File: src/rtl/spi9_pkg.sv
package spi9_pkg;
    localparam int BYTE_W    = 8;
    localparam int WORD_W    = BYTE_W + 1;
    localparam int IDX_W     = 2;
    localparam int NUM_SLOTS = 1 << IDX_W;
    localparam int BITC_W    = $clog2(WORD_W + 1);

    localparam logic FLAG_CMD  = 1'b0;
    localparam logic FLAG_DATA = 1'b1;

    typedef logic [WORD_W-1:0] word_t;

    typedef enum logic [2:0] {
        ST_IDLE,
        ST_LEAD,
        ST_LOW,
        ST_HIGH,
        ST_TRAIL,
        ST_GAP_A,
        ST_GAP_B
    } wr_state_e;

    function automatic word_t make_word(input logic flag, input logic [BYTE_W-1:0] payload);
        return {flag, payload};
    endfunction
endpackage

File: src/rtl/spi9_half_timer.sv
module spi9_half_timer #(
    parameter int W = 8
) (
    input  logic         clk,
    input  logic         rst_n,
    input  logic         clr,
    input  logic [W-1:0] lim,
    output logic         tick
);
    logic [W-1:0] cnt_q;

    assign tick = (cnt_q == lim);

    always_ff @(posedge clk or negedge rst_n) begin
        if (!rst_n) begin
            cnt_q <= '0;
        end else if (clr || tick) begin
            cnt_q <= '0;
        end else begin
            cnt_q <= cnt_q + 1'b1;
        end
    end
endmodule

File: src/rtl/spi9_frame_store.sv
module spi9_frame_store
    import spi9_pkg::*;
(
    input  logic                  clk,
    input  logic                  rst_n,
    input  logic                  load,
    input  logic [BYTE_W-1:0]     addr,
    input  logic [IDX_W-1:0]      nbytes,
    input  logic [2*BYTE_W-1:0]   data,
    input  logic [IDX_W-1:0]      rd_idx,
    output word_t                 rd_word,
    output logic [IDX_W-1:0]      last_idx
);
    word_t words_q [NUM_SLOTS];

    // Slot 0: command; slot 1: first data byte; slot 2: second data byte.
    always_ff @(posedge clk or negedge rst_n) begin
        if (!rst_n) begin
            for (int i = 0; i < NUM_SLOTS; i++) begin
                words_q[i] <= '0;
            end
            last_idx <= '0;
        end else if (load) begin
            words_q[0] <= make_word(FLAG_CMD, addr);
            words_q[1] <= make_word(FLAG_DATA,
                                    (nbytes == IDX_W'(2)) ? data[2*BYTE_W-1:BYTE_W]
                                                          : data[BYTE_W-1:0]);
            words_q[2] <= make_word(FLAG_DATA, data[BYTE_W-1:0]);
            words_q[3] <= '0;
            last_idx   <= nbytes;
        end
    end

    assign rd_word = words_q[rd_idx];
endmodule

File: src/rtl/spi9_shifter.sv
module spi9_shifter
    import spi9_pkg::*;
(
    input  logic  clk,
    input  logic  rst_n,
    input  logic  start,
    input  logic  step,
    input  word_t word_in,
    output logic  mosi,
    output logic  last_bit
);
    logic [WORD_W-2:0] rest_q;
    logic [BITC_W-1:0] cnt_q;
    logic              mosi_q;

    always_ff @(posedge clk or negedge rst_n) begin
        if (!rst_n) begin
            rest_q <= '0;
            cnt_q  <= '0;
            mosi_q <= 1'b0;
        end else if (start) begin
            mosi_q <= word_in[WORD_W-1];
            rest_q <= word_in[WORD_W-2:0];
            cnt_q  <= BITC_W'(1);
        end else if (step) begin
            mosi_q <= rest_q[WORD_W-2];
            rest_q <= {rest_q[WORD_W-3:0], 1'b0};
            cnt_q  <= cnt_q + 1'b1;
        end
    end

    assign mosi     = mosi_q;
    assign last_bit = (cnt_q == BITC_W'(WORD_W));
endmodule

File: src/rtl/spi9_reg_writer.sv
module spi9_reg_writer
    import spi9_pkg::*;
#(
    parameter int DIV_W = 8
) (
    input  logic                  clk,
    input  logic                  rst_n,
    input  logic                  req_valid,
    output logic                  req_ready,
    input  logic [BYTE_W-1:0]     req_addr,
    input  logic [IDX_W-1:0]      req_nbytes,
    input  logic [2*BYTE_W-1:0]   req_data,
    input  logic [DIV_W-1:0]      sclk_half,
    output logic                  spi_sclk,
    output logic                  spi_mosi,
    output logic                  spi_csn,
    output logic                  done,
    output logic                  err
);
    localparam logic [IDX_W-1:0] BAD_COUNT = '1;

    wr_state_e        state_q, state_d;
    logic [DIV_W-1:0] lim_q;
    logic [IDX_W-1:0] idx_q;
    logic [IDX_W-1:0] rd_idx;
    logic [IDX_W-1:0] last_idx;
    word_t            cur_word;
    logic             tick, last_bit;
    logic             shift_start, shift_step, idx_inc, fin;
    logic             accept_ok, reject;

    assign accept_ok = (state_q == ST_IDLE) && req_valid && (req_nbytes != BAD_COUNT);
    assign reject    = (state_q == ST_IDLE) && req_valid && (req_nbytes == BAD_COUNT);
    assign rd_idx    = (state_q == ST_HIGH) ? IDX_W'(idx_q + 1'b1) : '0;

    spi9_half_timer #(.W(DIV_W)) u_timer (
        .clk   (clk),
        .rst_n (rst_n),
        .clr   (state_q == ST_IDLE),
        .lim   (lim_q),
        .tick  (tick)
    );

    spi9_frame_store u_store (
        .clk      (clk),
        .rst_n    (rst_n),
        .load     (accept_ok),
        .addr     (req_addr),
        .nbytes   (req_nbytes),
        .data     (req_data),
        .rd_idx   (rd_idx),
        .rd_word  (cur_word),
        .last_idx (last_idx)
    );

    spi9_shifter u_shift (
        .clk      (clk),
        .rst_n    (rst_n),
        .start    (shift_start),
        .step     (shift_step),
        .word_in  (cur_word),
        .mosi     (spi_mosi),
        .last_bit (last_bit)
    );

    // Next-state logic
    always_comb begin
        state_d     = state_q;
        shift_start = 1'b0;
        shift_step  = 1'b0;
        idx_inc     = 1'b0;
        fin         = 1'b0;
        unique case (state_q)
            ST_IDLE: begin
                if (accept_ok) state_d = ST_LEAD;
            end
            ST_LEAD: begin
                if (tick) begin
                    state_d     = ST_LOW;
                    shift_start = 1'b1;
                end
            end
            ST_LOW: begin
                if (tick) state_d = ST_HIGH;
            end
            ST_HIGH: begin
                if (tick) begin
                    if (!last_bit) begin
                        state_d    = ST_LOW;
                        shift_step = 1'b1;
                    end else if (idx_q != last_idx) begin
                        state_d     = ST_LOW;
                        shift_start = 1'b1;
                        idx_inc     = 1'b1;
                    end else begin
                        state_d = ST_TRAIL;
                    end
                end
            end
            ST_TRAIL: begin
                if (tick) state_d = ST_GAP_A;
            end
            ST_GAP_A: begin
                if (tick) state_d = ST_GAP_B;
            end
            ST_GAP_B: begin
                if (tick) begin
                    state_d = ST_IDLE;
                    fin     = 1'b1;
                end
            end
            default: state_d = ST_IDLE;
        endcase
    end

    // State register
    always_ff @(posedge clk or negedge rst_n) begin
        if (!rst_n) state_q <= ST_IDLE;
        else        state_q <= state_d;
    end

    // Registered outputs and frame bookkeeping
    always_ff @(posedge clk or negedge rst_n) begin
        if (!rst_n) begin
            done  <= 1'b0;
            err   <= 1'b0;
            idx_q <= '0;
            lim_q <= '0;
        end else begin
            done <= fin;
            err  <= reject;
            if (accept_ok) begin
                idx_q <= '0;
                lim_q <= sclk_half;
            end else if (idx_inc) begin
                idx_q <= idx_q + 1'b1;
            end
        end
    end

    assign req_ready = (state_q == ST_IDLE);
    assign spi_sclk  = (state_q != ST_LOW);
    assign spi_csn   = (state_q == ST_IDLE) || (state_q == ST_GAP_A) || (state_q == ST_GAP_B);
endmodule

File: config.mk
export PLATFORM = sky130hd
export DESIGN_NAME = spi9_reg_writer
export DESIGN_NICKNAME = d
export VERILOG_FILES = /design/src/rtl/spi9_pkg.sv /design/src/rtl/spi9_half_timer.sv /design/src/rtl/spi9_frame_store.sv /design/src/rtl/spi9_shifter.sv /design/src/rtl/spi9_reg_writer.sv
export SDC_FILE = /design/constraint.sdc
export NUM_CORES = 1
export LEC_CHECK = 0
export ABC_AREA = 1
export BUFFER_PORTS_ARGS = -buffer_cell sky130_fd_sc_hd__clkbuf_2
export CORE_MARGIN = 4
export CORE_UTILIZATION = 30
export DETAILED_ROUTE_END_ITERATION = 10
export SYNTH_ARGS = -nofsm -noshare
export SYNTH_HDL_FRONTEND = slang
export SYNTH_SLANG_ARGS = --single-unit
File: constraint.sdc
create_clock -name clk -period 1.67 [get_ports clk]
set_clock_uncertainty 0.2 [all_clocks]
set_input_delay 0.0835 -clock clk [delete_from_list [all_inputs] [get_ports clk]]
set_output_delay 0.0835 -clock clk [all_outputs]
set_load 0.01 [all_outputs]
==> run_results.csv <==
group,metric,value,unit
run_status,status,"finished, violations left",
run_status,violations,"negative setup slack",
power_and_ir_drop,power_density,1390,nW/um^2
sta,fin_tns_setup,-2.27,ns
worst_setup_path,worst-path-buf-inv,4,
synth,synthArstFlopShare,1.00,
sta,timing.final.ws_setup,-0.105,ns
floorplan,die-area,12800,um^2
worst_setup_path,crit_start,"u_timer.cnt_q[3]$_DFF_PN0_",
worst_setup_path,start_kind,"register",
place,dp_hpwl,5.69,mm
finish,regArea,1580,um^2
worst_setup_path,r2r-end,"state_q[1]$_DFFE_PN0P_",
worst_setup_path,cp-endpoint,"state_q[1]$_DFFE_PN0P_",
worst_setup_path,path_delay_family,"simple AND/OR/NAND/NOR gates",
sta,finalCritPeriodShare,1.06,
sta,tightestPinTransition,0.424,ns
job,cap_violations,0,
synth,yosysSeqAreaShare,0.477,
synth,synth_area_leader_cell,"dfrtp_1",
worst_setup_path,crit_required,1.69,ns
floorplan,die_h,113,um
routing,dr.pass1.iters,4,
synth,synth-compound-area-share,0.0852,
finish,finalNetCount,617,
finish,final_util,0.468,
synth,synth_top_family_by_area,"simple AND/OR/NAND/NOR gates",
power_and_ir_drop,p_seq_frac,0.350,
grt,grt-ovfl-total,0,
floorplan,rows,38,
synth,synth.area.mux_share,0,
place,place.gp.congestion,0.811,
sta,final-setup-viol-count,47,
power_and_ir_drop,peakVddDrop,0.590,mV
power_and_ir_drop,power_switching,2.76,mW
finish,num_antenna_cells,0,
synth,synthTopCellsByCount,"nand2_1 (157), dfrtp_1 (63), nor2_1 (50)",
synth,synthAdderAreaFrac,0.0114,
synth,synth_nets,482,
sta,slew_headroom,0.717,
routing,antenna_left,0,
place,io_buffer_count,42,
routing,drtIter0Drc,142,
finish,multi_input_area,1710,um^2
worst_hold_path,hold_path_class,"in -> async",
power_and_ir_drop,swShare,0.393,
synth,synth-simple-area-share,0.322,
finish,drive_above_1_share,0.338,
grt,grt_pass1_wl,14.1,mm
routing,drcViolationCount,0,
finish,fin_cells,722,
floorplan,die_w,113,um
worst_setup_path,path_depth,11,
grt,grt_pass1_vias,3181,
sta,timing.hold.ws,0.0984,ns
routing,avgRoutedWirePerCell,12.3,um
clock_network,clkSinkCount,63,
grt,grt_util_all_layers,0.137,
synth,synth-seq-cells,63,
synth,synth.avg_cell_area,7.48,um^2
finish,nFillCells,1005,
routing,num_vias,3167,
worst_setup_path,reg2reg_slack,-0.11,ns
floorplan,io_pins,43,
sta,slew_violations,0,
grt,grt_max_degree,64,
worst_setup_path,cp_slowest_cell,"dfrtp_1",
power_and_ir_drop,p_int,4.27,mW
synth,synth_area,3300,um^2
synth,yosysMostFrequentCell,"nand2_1",
worst_setup_path,path_cells,"inv_2 > nand2_1 > nand2_2 > nor2_4 > nand2_4 > nor2_8 > buf_6 > inv_4 > buf_6 > o211ai_1 > nand2_1",
power_and_ir_drop,p_comb_frac,0.480,
power_and_ir_drop,power,7.03,mW
synth,ys_types,34,
sta,final-hold-violation-count,0,
floorplan,core_area,10800,um^2
synth,synth_top_area_frac,0.477,
routing,vias_per_cell,4.39,
synth,synth_edf_count,0,
sta,fmax,0.563,GHz
sta,rsz0062_at_grt,"true",
synth,synth-xor-area-share,0.0129,
floorplan,start_util,0.306,
worst_setup_path,cp_slowest_stage_delay,0.38,ns
clock_network,ctsHtreeMaxLevel,3,
routing,wirelength,8.90,mm
place,placedCellCount,646,
clock_network,clk_pin_slew,0.07,ns
worst_setup_path,worstSetupEndpointType,"register",
clock_network,cts_root_buffer,"clkbuf_8",
synth,syn_inst,442,
clock_network,cts_buffer_depth,2,
clock_network,clk_latency,0.34,ns
sta,fin_crit,1.78,ns
worst_setup_path,path_class,"reg -> reg",
finish,syn2layout_area_growth,53.0,%
worst_setup_path,reg2reg_from,"u_timer.cnt_q[3]$_DFF_PN0_",
worst_setup_path,cp_max_fo,6,
worst_setup_path,r2r_cells,11,
clock_network,numCtsBuffers,9,
synth,synth_area_leaders,"dfrtp_1 (48%), nand2_1 (18%), nor2_1 (5.7%)",
power_and_ir_drop,p_leak,2.59,nW
worst_setup_path,worstPathArrival,1.79,ns
power_and_ir_drop,pwr-share-clk,0.170,
clock_network,tritoncts,"built",
grt,antenna_found_initial,0,
synth,synthFlopType,"dfrtp_1",
synth,yosysWarnings,0,
## repair_timing
action / 4_1_cts / 5_1_grt
gates cloned: 2 / 1
buffers inserted: 7 / 14
setup endpoints to repair: 27 / 62
gates resized for setup: 23 / 76
hold buffers: 36 / 0
hold endpoints to repair: 97 / 0
pin swaps: 8 / 29
## routing by layer
metal | vias up | share of wire | global-route usage
li1 | 1642 | - | -
met1 | 1465 | 0.46 | 0.172
met2 | 50 | 0.49 | 0.227
met3 | 10 | 0.037 | 0.0310
met4 | 0 | 0.017 | 0.0553
met5 | - | 0 | 0
## logic make-up (layout without fill, tap and decap cells)
group                      after synthesis  in the layout
AOI/OAI and AO/OA                       49             49
buffers and inverters                   71            211
and+or+nand+nor                        252            252
DFF                                     63             63
adders and majority gates                3              3
xor gates and xnor gates                 4              4
## per-stage QoR
| stage | setup WS (ns) | cell area, um^2 |
|---|---|---|
| 6_report | -0.105 | 5060 |
| 5_1_grt | -0.199 | 5060 |
| 4_1_cts | -0.0898 | 4640 |
| 3_3_place_gp | -0.0463 | 3920 |
| 3_5_place_dp | -0.109 | 3920 |
| 2_1_floorplan | 0.0181 | 3300 |
## area by class of cell
class,count,share of cell area
multi-input combinational,308,0.338
sequential,63,0.312
timing repair buffer,140,0.238
inverter,55,0.0428
tap,140,0.0346
clock buffer,13,0.0314
clock inverter,3,0.00346
## how the worst min path moves through the flow
stage | startpoint | depth (start not counted) | endpoint
2_1_floorplan | rst_n | 0 | done$_DFF_PN0_
3_3_place_gp | rst_n | 2 | u_timer.cnt_q[2]$_DFF_PN0_
3_5_place_dp | rst_n | 2 | lim_q[4]$_DFFE_PN0P_
4_1_cts | rst_n | 3 | lim_q[4]$_DFFE_PN0P_
5_1_grt | rst_n | 3 | lim_q[2]$_DFFE_PN0P_
6_report | rst_n | 3 | u_timer.cnt_q[2]$_DFF_PN0_
## worst reg2reg max path, delay by kind of cell (launching register included)
kind / cells / cell delay (ns)
AOI/OAI and AO/OA: 1 / 0.08
buffers and inverters: 4 / 0.35
DFF: 1 / 0.38
and+or+nand+nor: 6 / 0.64
## power groups by stage
stage	combinational, mW	sequential (mW)	clock (mW)
3_3_place_gp	2.43	2.44	0
3_5_place_dp	2.47	2.45	0
4_1_cts	2.77	2.42	1.24
6_report	3.37	2.46	1.20
5_1_grt	3.76	2.52	1.30
2_1_floorplan	1.67	2.37	0
## sequential cells by signal, indices dropped and copies added, names as in the netlist
signal / count
u_shift.cnt_q: 4
done: 1
err: 1
u_store.words_q: 25
lim_q: 8
idx_q: 2
u_timer.cnt_q: 8
u_store.last_idx: 2
u_shift.rest_q: 8
state_q: 3
u_shift.mosi: 1
## cells in the final DEF (no fill, tap or decap), types with 8 or more instances in the layout
cell type,synthesis,layout
nand2_1,157,141
dfrtp_1,63,62
buf_4,2,44
clkbuf_2,1,41
inv_1,45,40
dlygate4sd3_1,0,36
nor2_1,50,35
o21ai_0,20,18
nand2_2,5,12
nor2_2,4,12
inv_2,9,11
nand3_1,17,11
clkbuf_8,0,11
a21oi_1,10,10
nor2_4,2,9
nand4_1,9,9
buf_6,2,8
(Power assumes the default switching activity.)
